### config.mk
export PLATFORM = sky130hd
export DESIGN_NAME = adc_slot_seq
export DESIGN_NICKNAME = d
export VERILOG_FILES = /design/src/rtl/adc_seq_pkg.sv /design/src/rtl/adc_seq_timer.sv /design/src/rtl/adc_seq_bank.sv /design/src/rtl/adc_seq_writer.sv /design/src/rtl/adc_slot_seq.sv
export SDC_FILE = /design/constraint.sdc
export NUM_CORES = 1
export LEC_CHECK = 0
export BUFFER_PORTS_ARGS = -buffer_cell sky130_fd_sc_hd__buf_2
export CORE_ASPECT_RATIO = 2
export CORE_UTILIZATION = 30
export CTS_CLUSTER_DIAMETER = 60
export DETAILED_ROUTE_END_ITERATION = 7
export SLEW_MARGIN = 5
export SYNTH_ARGS = -nofsm -noshare
export SYNTH_HDL_FRONTEND = slang
export SYNTH_HIERARCHICAL = 1
export SYNTH_SLANG_ARGS = --single-unit
### constraint.sdc
create_clock -name clk -period 4.2 [get_ports clk]
set_clock_uncertainty 0.2 [all_clocks]
set_input_delay 0.84 -clock clk [delete_from_list [all_inputs] [get_ports clk]]
set_output_delay 0.84 -clock clk [all_outputs]
set_load 0.005 [all_outputs]
### src/rtl/adc_seq_pkg.sv
// Shared types and helpers for the ADC slot sequencer.
// Assumes 4-bit signal codes throughout.
package adc_seq_pkg;
    localparam int CODE_W = 4;
    typedef logic [CODE_W-1:0] sig_code_t;

    // Limit a requested slot count to the range 1..max_slots.
    function automatic int unsigned fit_slots(input int unsigned req, input int unsigned max_slots);
        if (req == 0)        return 1;
        if (req > max_slots) return max_slots;
        return req;
    endfunction

    // Limit the filter-length code to 0..2.
    function automatic logic [1:0] fit_len(input logic [1:0] len);
        return (len == 2'd3) ? 2'd2 : len;
    endfunction
endpackage

### src/rtl/adc_seq_timer.sv
// Slot timer: tracks the slot index and the tick count inside a slot,
// and flags slot and frame boundaries. The slot count and length are
// sampled at frame start. Assumes slow_tick is a one-cycle pulse.
module adc_seq_timer #(
    parameter int NSLOT = 10,
    parameter int CNT_W = 4
) (
    input  logic             clk,
    input  logic             rst_n,
    input  logic             enable,
    input  logic             slow_tick,
    input  logic [CNT_W-1:0] cfg_count,
    input  logic [1:0]       cfg_len,
    output logic             running,
    output logic             frame_start,
    output logic             slot_start,
    output logic             slot_end,
    output logic             frame_end,
    output logic [CNT_W-1:0] next_idx
);
    import adc_seq_pkg::*;

    logic [CNT_W-1:0] cnt_q, idx_q;
    logic [1:0]       len_q, tick_q;
    logic             run_q;

    // Boundary detection from the current slot state.
    always_comb begin
        slot_end    = run_q && enable && slow_tick && (tick_q == len_q);
        frame_end   = slot_end && (idx_q == cnt_q - 1'b1);
        frame_start = enable && slow_tick && (!run_q || frame_end);
        slot_start  = frame_start || slot_end;
        next_idx    = frame_start ? '0 : idx_q + 1'b1;
        running     = run_q;
    end

    // Advance slot index and tick counter; load frame configuration.
    always_ff @(posedge clk) begin
        if (!rst_n || !enable) begin
            run_q  <= 1'b0;
            idx_q  <= '0;
            tick_q <= '0;
            if (!rst_n) begin
                cnt_q <= CNT_W'(1);
                len_q <= '0;
            end
        end else if (frame_start) begin
            run_q  <= 1'b1;
            idx_q  <= '0;
            tick_q <= '0;
            cnt_q  <= CNT_W'(fit_slots(int'(cfg_count), NSLOT));
            len_q  <= fit_len(cfg_len);
        end else if (slot_end) begin
            idx_q  <= idx_q + 1'b1;
            tick_q <= '0;
        end else if (run_q && slow_tick) begin
            tick_q <= tick_q + 1'b1;
        end
    end
endmodule

### src/rtl/adc_seq_bank.sv
// Select bank: at frame start, copies either the regular or the
// alternate select fields into a frame-local bank. Gives the code for
// the slot about to start. Assumes next_idx < NSLOT when load is low.
module adc_seq_bank #(
    parameter int NSLOT = 10,
    parameter int CW    = 4,
    parameter int CNT_W = 4
) (
    input  logic                clk,
    input  logic                rst_n,
    input  logic                load,
    input  logic                use_alt,
    input  logic [NSLOT*CW-1:0] reg_flat,
    input  logic [NSLOT*CW-1:0] alt_flat,
    input  logic [CNT_W-1:0]    next_idx,
    output logic [CW-1:0]       sel_next
);
    logic [CW-1:0] pick_arr [NSLOT];
    logic [CW-1:0] bank_q   [NSLOT];

    for (genvar s = 0; s < NSLOT; s++) begin : g_slot
        // Choose the bank field for slot s.
        assign pick_arr[s] = use_alt ? alt_flat[s*CW +: CW] : reg_flat[s*CW +: CW];

        // Hold slot s's code for the whole frame.
        always_ff @(posedge clk) begin
            if (!rst_n)    bank_q[s] <= '0;
            else if (load) bank_q[s] <= pick_arr[s];
        end
    end

    // Code for the slot that starts at this edge.
    always_comb begin
        if (load)                         sel_next = pick_arr[0];
        else if (next_idx < CNT_W'(NSLOT)) sel_next = bank_q[next_idx];
        else                              sel_next = '0;
    end
endmodule

### src/rtl/adc_seq_writer.sv
// Result writer: takes the first converter result of each slot and
// writes it to a fixed per-signal RAM address, shifted left. Flags
// slots that end without a result. Assumes cnv_valid is a pulse.
module adc_seq_writer #(
    parameter int CW        = 4,
    parameter int RES_W     = 24,
    parameter int SHIFT     = 8,
    parameter int ADDR_W    = 8,
    parameter int BASE_ADDR = 64,
    localparam int DATA_W   = RES_W + SHIFT
) (
    input  logic              clk,
    input  logic              rst_n,
    input  logic              enable,
    input  logic              running,
    input  logic              cnv_valid,
    input  logic [RES_W-1:0]  cnv_data,
    input  logic [CW-1:0]     cur_sel,
    input  logic              slot_start,
    input  logic              slot_end,
    output logic              ram_we,
    output logic [ADDR_W-1:0] ram_addr,
    output logic [DATA_W-1:0] ram_wdata,
    output logic              overrun
);
    logic got_q, accept;

    // A result counts only once per running slot.
    assign accept = enable && running && cnv_valid && !got_q;

    // Track whether the current slot already has its result.
    always_ff @(posedge clk) begin
        if (!rst_n || !enable) got_q <= 1'b0;
        else if (slot_start)   got_q <= 1'b0;
        else if (accept)       got_q <= 1'b1;
    end

    // Register the RAM write for an accepted result.
    always_ff @(posedge clk) begin
        if (!rst_n) begin
            ram_we    <= 1'b0;
            ram_addr  <= '0;
            ram_wdata <= '0;
        end else begin
            ram_we <= accept;
            if (accept) begin
                ram_addr  <= ADDR_W'(BASE_ADDR) + ADDR_W'(cur_sel);
                ram_wdata <= DATA_W'(cnv_data) << SHIFT;
            end
        end
    end

    // Sticky flag for a slot that closed without a result.
    always_ff @(posedge clk) begin
        if (!rst_n)                           overrun <= 1'b0;
        else if (slot_end && !got_q && !accept) overrun <= 1'b1;
    end
endmodule

### src/rtl/adc_slot_seq.sv
// ADC input multiplexer slot sequencer (top). Ties the slot timer, the
// select bank and the result writer together. Holds the alternate
// frame request and registers the mux select and the conversion start.
// Assumes slow_tick is a clk-domain pulse, one per slow clock rise.
module adc_slot_seq #(
    parameter int NSLOT     = 10,
    parameter int RES_W     = 24,
    parameter int SHIFT     = 8,
    parameter int ADDR_W    = 8,
    parameter int BASE_ADDR = 64,
    localparam int CW       = adc_seq_pkg::CODE_W,
    localparam int CNT_W    = $clog2(NSLOT + 1),
    localparam int DATA_W   = RES_W + SHIFT
) (
    input  logic                clk,
    input  logic                rst_n,
    input  logic                enable,
    input  logic                slow_tick,
    input  logic [CNT_W-1:0]    slot_count,
    input  logic [1:0]          fir_len,
    input  logic [NSLOT*CW-1:0] reg_sel,
    input  logic [NSLOT*CW-1:0] alt_sel,
    input  logic                alt_req,
    input  logic                cnv_valid,
    input  logic [RES_W-1:0]    cnv_data,
    output logic [CW-1:0]       mux_sel,
    output logic                cnv_start,
    output logic                ram_we,
    output logic [ADDR_W-1:0]   ram_addr,
    output logic [DATA_W-1:0]   ram_wdata,
    output logic                frame_done,
    output logic                overrun
);
    logic             running, frame_start, slot_start, slot_end, frame_end;
    logic [CNT_W-1:0] next_idx;
    logic [CW-1:0]    sel_next;
    logic             alt_pend, use_alt;

    assign use_alt = alt_pend || alt_req;

    adc_seq_timer #(.NSLOT(NSLOT), .CNT_W(CNT_W)) u_timer (
        .clk(clk), .rst_n(rst_n), .enable(enable), .slow_tick(slow_tick),
        .cfg_count(slot_count), .cfg_len(fir_len), .running(running),
        .frame_start(frame_start), .slot_start(slot_start), .slot_end(slot_end),
        .frame_end(frame_end), .next_idx(next_idx)
    );

    adc_seq_bank #(.NSLOT(NSLOT), .CW(CW), .CNT_W(CNT_W)) u_bank (
        .clk(clk), .rst_n(rst_n), .load(frame_start), .use_alt(use_alt),
        .reg_flat(reg_sel), .alt_flat(alt_sel), .next_idx(next_idx),
        .sel_next(sel_next)
    );

    adc_seq_writer #(.CW(CW), .RES_W(RES_W), .SHIFT(SHIFT), .ADDR_W(ADDR_W),
                     .BASE_ADDR(BASE_ADDR)) u_writer (
        .clk(clk), .rst_n(rst_n), .enable(enable), .running(running),
        .cnv_valid(cnv_valid), .cnv_data(cnv_data), .cur_sel(mux_sel),
        .slot_start(slot_start), .slot_end(slot_end), .ram_we(ram_we),
        .ram_addr(ram_addr), .ram_wdata(ram_wdata), .overrun(overrun)
    );

    // Hold an alternate request until the next frame consumes it.
    always_ff @(posedge clk) begin
        if (!rst_n)           alt_pend <= 1'b0;
        else if (frame_start) alt_pend <= 1'b0;
        else if (alt_req)     alt_pend <= 1'b1;
    end

    // Register mux select, conversion start and frame-done outputs.
    always_ff @(posedge clk) begin
        if (!rst_n || !enable) begin
            mux_sel    <= '0;
            cnv_start  <= 1'b0;
            frame_done <= 1'b0;
        end else begin
            cnv_start  <= slot_start;
            frame_done <= frame_end;
            if (slot_start) mux_sel <= sel_next;
        end
    end
endmodule

; Yosys cells after proc, flatten, opt, wreduce, memory -nomap -nowiden
; Memories as Yosys holds them, arrays and structs flattened.
; Index checks and enable logic that the tools add are counted.
[word_totals]
reg_bits = 55
ram_bits = 40
inputBits = 116
output_inout_bits = 48
elab_cells = 108
n_memories = 1
[mem_list]
columns = memory, depth, width, rd, rd_clocked_by_memory_dff, wr, line_no
row1 = u_bank.bank_q, 10, 4, 1, 0, 10, adc_seq_bank.sv:19  ; logic [CW-1:0] bank_q [NSLOT];
[op_classes]
add_sub_neg = 4
n_lt_le_gt_ge = 2
n_eq_ne = 4
n_mux = 45
bitwise = 11
n_reduce_logical = 27
[op_table]
columns = op, count
row1 = $mux 4, 29
row2 = $mux 1, 12
row3 = $logic_and 1x1->1, 11
row4 = $or 1x1->1, 10
row5 = $add 7x4->8 const A, 1
row6 = $mux 2, 4
row7 = $reduce_or 2->1, 3
row8 = $logic_not 1->1, 5
row9 = $add 4x1->4 const B, 1
row10 = $eq 4x4->1, 1
row11 = $gt 4x4->1 const B, 1
row12 = $logic_not 4->1, 1
row13 = $logic_or 1x1->1, 4
row14 = $lt 4x4->1 const B, 1
row15 = $sub 4x1->4 const B, 1
row16 = $reduce_or 3->1, 1
row17 = $add 2x1->2 const B, 1
row18 = $eq 2x2->1, 1
row19 = $eq 2x2->1 const B, 1
row20 = $ne 2x2->1 const B, 1
row21 = $reduce_and 2->1, 1
row22 = $reduce_bool 2->1, 1
row23 = $not 1->1, 1

; Depth between registers and ports, before layout
; Gate-level depths: netlist (run 1).
[depth]
ltp_word = 15
ltp_mapped = 13
ltp_nobuf = 11

; Modules after synthesis
; Netlist (run 1), hierarchy kept.
[modules_own_cells]
columns = mod, instances, cells_per_inst, area_per_inst_um2, seq_area_each_um2
row1 = adc_seq_bank, 1, 175, 2250.9, 1201.2
row2 = adc_seq_writer, 1, 148, 1361.3, 640.6
row3 = adc_seq_timer, 1, 76, 768.2, 320.3
row4 = adc_slot_seq, 1, 21, 234.0, 140.1

; Least setup slack after synthesis (run 1)
; No wires, ideal clock.
[synth_timing]
kind = input to register
from = input port slow_tick
to = memory u_bank.bank_q[0][0], enable pin
setup_time_ns = 0.404
arrival_time_ns = 2.997
t_required_ns = 3.596
slack_ns = 0.599
stages = 6
path_buffers = 2
cell_sequence = nand3_1 -> or3_1 -> buf_6 -> o31ai_4 -> buf_2 -> nand2b_1
[synth_rtl]
columns = item, line_no
row1 = "start, declared", adc_slot_seq.sv:18  ; input logic slow_tick,
row2 = "end, declared", adc_seq_bank.sv:19

; Final worst setup path (run 1)
[layout_timing]
from = input port enable
to = register mux_sel[2]
[layout_between]
elab_chain_cells = 10
word_cells_on_any_way = 15
classes_between = order compare (1) / mux (3) / reduce/logical (10) / memory (1)
[layout_rtl]
columns = item, line_no
row1 = "start, declared", adc_slot_seq.sv:17  ; input logic enable,
row2 = $logic_and 1x1->1 (3 in a row), adc_seq_timer.sv:29  ; slot_end = run_q && enable && slow_tick && (tick_q == len_q);
row3 = $logic_and 1x1->1, adc_seq_timer.sv:30  ; frame_end = slot_end && (idx_q == cnt_q - 1'b1);
row4 = $logic_or 1x1->1, adc_seq_timer.sv:31  ; frame_start = enable && slow_tick && (!run_q || frame_end);
row5 = $logic_and 1x1->1 *, adc_seq_timer.sv:31
row6 = named net frame_start, adc_slot_seq.sv:34  ; logic running, frame_start, slot_start, slot_end, frame_end;
row7 = $mux 4 *, adc_seq_timer.sv:33  ; next_idx = frame_start ? '0 : idx_q + 1'b1;
row8 = named net next_idx[2], adc_slot_seq.sv:35  ; logic [CNT_W-1:0] next_idx;
row9 = $mem_v2 10x4 / $lt 4x4->1 (equally long branches), -
row10 = $mux 4 *, adc_seq_bank.sv:35  ; else if (next_idx < CNT_W'(NSLOT)) sel_next = bank_q[next_idx];
row11 = $mux 4 *, adc_seq_bank.sv:34  ; if (load) sel_next = pick_arr[0];
row12 = named net sel_next[2], adc_slot_seq.sv:36  ; logic [CW-1:0] sel_next;
row13 = "end signal, assigned", adc_slot_seq.sv:78  ; if (slot_start) mux_sel <= sel_next;
row14 = "end, declared", adc_slot_seq.sv:26  ; output logic [CW-1:0] mux_sel,
; Mark *: on every way through the listed nets, which the timed path passes. The rest lies on a longest branch.
; A chain may end at the register's enable or synchronous reset.

==> flow_metrics.py, run 1 <==
metrics = {
    "status": {
        "status": "completed",
    },
    "sta": {
        "slew_violations": 0,
        "finalCriticalPeriod_ps": 3550,
        "hold_viol": 0,
        "timing.fmax_mhz": 281,
        "worstMarginPinSlew_ps": 1250,
        "fin_tns_setup_ps": 0,
        "period_share": 0.846,
        "setup_viol": 0,
        "worst_slack_ps": 647,
        "rsz0062_at_grt": "false",
        "whs_ps": 250,
        "slew_headroom": 0.163,
    },
    "synth": {
        "synth_cell_types": 51,
        "seq_area_frac_synth": 0.499,
        "yosys-top-cells-area": "edfxtp_1 30%, dfxtp_1 20%, mux2i_1 15%",
        "syn_avg_cell_area_um2": 11.0,
        "ys_ff_latch": 92,
        "synth_top_cell_area_share": 0.299,
        "yosysMostFrequentCell": "mux2i_1",
        "yosysTopAreaCell": "edfxtp_1",
        "yosys_warnings": 6,
        "synthArstFlopShare": 0,
        "synthCells": 420,
        "synth_flop_cell": "edfxtp_1",
        "synth_common_cells": "69 x mux2i_1, 66 x nand2_1, 60 x nor2_1",
        "synth-edff-count": 46,
        "syn_area_mm2": 0.00461,
    },
    "die": {
        "start_util": 0.310,
        "io_pins": 164,
        "die-height_um": 177,
        "die_area_mm2": 0.0159,
        "rows": 63,
        "fp.dieW_um": 89.7,
        "core_mm2": 0.0149,
    },
    "clock_network": {
        "htreeDepth": 3,
        "cts_hold_buf": 0,
        "cts_tree": "done",
        "numCtsBuffers": 9,
        "post_cts_buffers": 0,
        "ctsResizeCount": 0,
        "clockBufferDepth": 2,
        "clk_pin_slew_ps": 60,
        "clock-root-buffer": "clkbuf_16",
        "clock-sinks": 92,
        "clkLatencyLatePin_ps": 340,
    },
    "drt": {
        "antenna_left": 0,
        "drt_wl_total_mm": 10.0,
        "vias_per_cell": 4.45,
        "wl_per_cell_um": 13.1,
        "firstDrtPassIters": 4,
        "dr.first_iter.drc_count": 76,
        "num_vias": 3391,
        "drc": 0,
    },
    "worst_hold_path": {
        "hp-start": "u_writer/overrun$_SDFFE_PN0P_",
        "hold_class": "flop to flop",
        "holdPathStages": 2,
        "min_to": "u_writer/overrun$_SDFFE_PN0P_",
    },
    "cells_and_area": {
        "register_area_mm2": 0.00230,
        "nNetsFinal": 680,
        "synthToLayoutAreaGrowth_pct": 24.5,
        "fin_area_mm2": 0.00575,
        "filler_cell_count": 1486,
        "drive_above_1_share": 0.351,
        "diodes": 0,
        "multiInputGateArea_mm2": 0.00205,
    },
    "critical_path": {
        "max_stage_delay_ps": 970,
        "end_kind": "flop",
        "cpMostUsedCell": "nor2_1",
        "rr_startpoint": "u_timer/cnt_q[0]$_SDFFCE_PP1P_",
        "critPathTopFamily": "simple AND/OR/NAND/NOR gates",
        "cp-start-kind": "input pin",
        "rrSetupSlack_ps": 740,
        "path_cells": "buf_2, nand3_1, or3_1, o31ai_4, nor2_1, mux2_2, o21ai_0, o31ai_1, mux2i_1, nor2_1",
        "rr_endpoint": "mux_sel[2]$_SDFFE_PP0P_",
        "ff2ff_path_depth": 11,
        "critPathRequiredTime_ps": 4230,
        "slowest_stage": "nor2_1",
        "crit_buf_inv": 1,
        "worstPathArrival_ps": 3580,
        "critPathMaxFanout": 16,
        "critPathKind": "input pin to flop",
    },
    "pwr": {
        "clkPwrFrac": 0.410,
        "pwr-share-comb": 0.109,
        "sw_frac_of_total": 0.218,
        "seq_power_share": 0.482,
        "p_per_area_mw_per_mm2": 362,
        "power_switching_uw": 453,
        "cellInternalPower_mw": 1.63,
        "total_power_mw": 2.08,
        "ir_drop_mv": 0.171,
        "leakage_nw": 2.59,
    },
    "placed_design": {
        "dp_hpwl_mm": 8.02,
        "placed_area_mm2": 0.00542,
        "routabilityCongestion": 0.831,
        "place_ws_ps": 308,
        "port_buffers": 152,
    },
    "grt": {
        "grt_overflow": 0,
        "grt_pass1_vias": 3249,
        "grt_pass1_wl_mm": 15.1,
        "grt_max_degree": 60,
        "track_usage": 0.129,
        "antenna_found_initial": 0,
    },
    "flow_run": {
        "drv_cap": 0,
    },
}
[metal layers]
metal,track usage,up-vias,share of wire
met4,0.0747,0,0.026
li1,-,1715,-
met3,0.0149,14,0.049
met5,0,-,0
met2,0.249,132,0.57
met1,0.125,1530,0.36
[registers in the layout (all words and copies together) (netlist names), 2 cells and up]
register            cells
u_bank/bank_q          40
u_writer/ram_wdata     24
u_writer/ram_addr       5
mux_sel                 4
u_timer/cnt_q           4
u_timer/idx_q           4
u_timer/len_q           2
u_timer/tick_q          2
[cell type report]
class                      count  share of cell area
sequential                    92               0.401
clock buffer                  13              0.0492
multi-input combinational    296               0.357
clock inverter                 3             0.00697
inverter                       5             0.00327
timing repair buffer         158               0.140
tap                          195              0.0425
[kinds of logic after synthesis]
logic type      after synthesis  share of synthesized area
flops                        92                      0.499
buf+inv                      42                     0.0651
compound gates               22                     0.0388
mux                          86                      0.202
other cells                   1                   0.000813
fa+ha+maj                     3                    0.00759
simple gates                160                      0.156
xor+xnor                     14                     0.0312
[cell usage in the layout, fill, tap and decap left out, types with 6 or more instances in the layout]
cell type  instances
buf_2            152
buf_4              6
clkbuf_16         11
conb_1            11
dfxtp_1           46
edfxtp_1          46
mux2_2            13
mux2i_1           69
nand2_1           66
nor2_1            60
nor2b_1            6
xor2_1             8
[power groups by stage]
stage	Sequential, mW	Combinational (mW)	Clock, mW
final	1.00	0.226	0.852
after global routing	1.00	0.252	0.906
after CTS	1.00	0.230	0.877
after detailed placement	1.02	0.230	0
after global placement	1.02	0.224	0
after floorplan	1.01	0.153	0
[through the flow]
step                      utilization  std cells
after floorplan                     -        430
after global placement          0.364        746
after detailed placement        0.364        746
after CTS                       0.386        762
after global routing            0.386        762
final                           0.386        762
[tightest hold or removal path, cell delays in order (launching register included)]
cell,delay (ps)
dfxtp_1,300
nand2_1,50
o21ai_1,50
[worst max path at each step]
stage          cells after the start  startpoint                           endpoint
2_1_floorplan                      6   slow_tick  u_bank/bank_q[0][0]$_SDFFCE_PN0P_
3_3_place_gp                      11      enable            mux_sel[2]$_SDFFE_PP0P_
3_5_place_dp                      11      enable            mux_sel[2]$_SDFFE_PP0P_
4_1_cts                           11      enable            mux_sel[2]$_SDFFE_PP0P_
5_1_grt                           11      enable            mux_sel[2]$_SDFFE_PP0P_
6_report                          10      enable            mux_sel[2]$_SDFFE_PP0P_
(Power assumes the default switching activity.)
==> run 2: changes to the inputs <==
Clock period 4.2 ns to 2.96 ns, I/O delays scaled along.
==> run 2 against run 1 <==
Compared with the run above: final area is 3.6% higher; worst hold slack better by 1.2 ps; clock power is 29% higher; non-clock buffer count is 22 higher; flip-flop and latch count stayed put; critical path type is now flop to flop; largest power group unchanged.
==> flow_metrics.py, run 2 (synthesized netlist as in run 1, its figures left out) <==
metrics = {
    "status": {
        "status": "completed",
    },
    "cells_and_area": {
        "filler_cell_count": 1469,
        "nNetsFinal": 703,
        "largest_reg_flops": 40,
        "top_register": "u_bank/bank_q",
        "final_common_cell": "buf_2",
        "drive_above_1_share": 0.392,
        "final_cell_mix": "152 x buf_2, 69 x mux2i_1, 66 x nand2_1",
        "finalNonFillerCells": 785,
        "reg_top3": "u_bank/bank_q x40, u_writer/ram_wdata x24, u_writer/ram_addr x5",
        "diodes": 0,
        "synthToLayoutAreaGrowth_pct": 29.0,
    },
    "flow_run": {
        "drv_cap": 0,
    },
    "worst_hold_path": {
        "hold_class": "flop to flop",
    },
    "clock_network": {
        "cts_hold_buf": 0,
        "cts_tree": "done",
        "numCtsBuffers": 9,
        "clockBufferDepth": 2,
        "clock-sinks": 92,
        "clk_pin_slew_ps": 70,
        "clock-root-buffer": "clkbuf_16",
        "clkLatencyLatePin_ps": 340,
        "htreeDepth": 3,
    },
    "sta": {
        "timing.fmax_mhz": 354,
        "period_share": 0.956,
        "worstMarginPinSlew_ps": 539,
        "finalCriticalPeriod_ps": 2830,
        "rsz0062_at_grt": "true",
        "fin_tns_setup_ps": 0,
        "hold_viol": 0,
        "slew_headroom": 0.640,
        "whs_ps": 251,
        "setup_viol": 0,
        "slew_violations": 0,
        "worst_slack_ps": 132,
    },
    "grt": {
        "grt_pass1_wl_mm": 15.2,
        "grt_pass1_vias": 3304,
        "antenna_found_initial": 0,
        "grt_max_degree": 60,
        "track_usage": 0.129,
        "grt_overflow": 0,
    },
    "placed_design": {
        "dp_hpwl_mm": 8.10,
        "place_ws_ps": -371,
        "dp.cells": 759,
        "routabilityCongestion": 0.832,
        "port_buffers": 152,
    },
    "die": {
        "die-height_um": 177,
        "rows": 63,
        "core_mm2": 0.0149,
        "start_util": 0.310,
        "io_pins": 164,
        "die_area_mm2": 0.0159,
        "fp.dieW_um": 89.7,
    },
    "critical_path": {
        "critPathRequiredTime_ps": 3040,
        "critPathMaxFanout": 6,
        "worstPathArrival_ps": 2910,
        "rrSetupSlack_ps": 130,
        "cp-start-kind": "flop",
        "end_kind": "flop",
        "critPathKind": "flop to flop",
    },
    "pwr": {
        "p_per_area_mw_per_mm2": 483,
        "leakage_nw": 2.69,
        "total_power_mw": 2.88,
        "ir_drop_mv": 0.322,
    },
    "drt": {
        "drc": 0,
        "vias_per_cell": 4.38,
        "wl_per_cell_um": 13.1,
        "num_vias": 3441,
        "drt_wl_total_mm": 10.3,
        "firstDrtPassIters": 4,
        "dr.first_iter.drc_count": 60,
        "antenna_left": 0,
    },
}
-- run 2: area by class of cell --
type / instances / area (um2) / share of cell area
Sequential cell: 92 / 2300 / 0.387
Multi-Input combinational cell: 297 / 2100 / 0.353
Timing Repair Buffer: 180 / 1000 / 0.168
Tap cell: 195 / 244 / 0.0410
Clock buffer: 9 / 225 / 0.0378
Clock inverter: 7 / 65.1 / 0.0109
Inverter: 5 / 18.8 / 0.00315
-- run 2: timing repair --
item                                    4_1_cts  5_1_grt
endpoints found under the setup margin        4        4
setup buffers                                 0       10
pin swaps                                     0        6
resized for setup                             6        5
gates cloned                                  0        1
-- run 2: per-layer routing --
metal  wire length [um]  GRT usage  part of all wire  vias to the layer above
li1                   -          -                 -                     1757
met1               3780      0.126              0.37                     1544
met2               5690      0.245              0.55                      123
met3                482     0.0237             0.047                       17
met4                313     0.0648             0.030                        0
met5                  0          0                 0                        -
-- run 2: power breakdown --
part / total (mW) / switching, mW / internal [mW]
Sequential: 1.42 / 0.0206 / 1.40
Clock: 1.10 / 0.512 / 0.591
Combinational: 0.359 / 0.177 / 0.182
-- run 2: path summary, 6_finish.rpt --
check / cells past startpoint / startpoint / endpoint
setup / recovery: 14 / u_timer/cnt_q[0]$_SDFFCE_PP1P_ / mux_sel[2]$_SDFFE_PP0P_
hold reg to reg: 2 / u_writer/ram_wdata[19]$_SDFFE_PN0P_ / u_writer/ram_wdata[19]$_SDFFE_PN0P_
setup reg to reg: 14 / u_timer/cnt_q[0]$_SDFFCE_PP1P_ / mux_sel[2]$_SDFFE_PP0P_
hold / removal: 2 / u_writer/ram_wdata[19]$_SDFFE_PN0P_ / u_writer/ram_wdata[19]$_SDFFE_PN0P_
-- run 2: worst max-delay path, stage by stage, from the launching register on --
cell and delay (ps):
edfxtp_1 380, inv_1 60, ha_1 300, xor2_1 160, nand3_2 120, o31ai_4 300, buf_12 160, buf_6 120
nor2_4 60, buf_4 140, nand2_1 130, o21ai_0 130, o31ai_1 310, mux2i_1 120, nor2_1 90
-- run 2: stage by stage --
step	utilization	area, um2
after floorplan	-	4650
after global placement	0.371	5530
after detailed placement	0.371	5530
after CTS	0.392	5850
after global routing	0.400	5950
final	0.400	5950
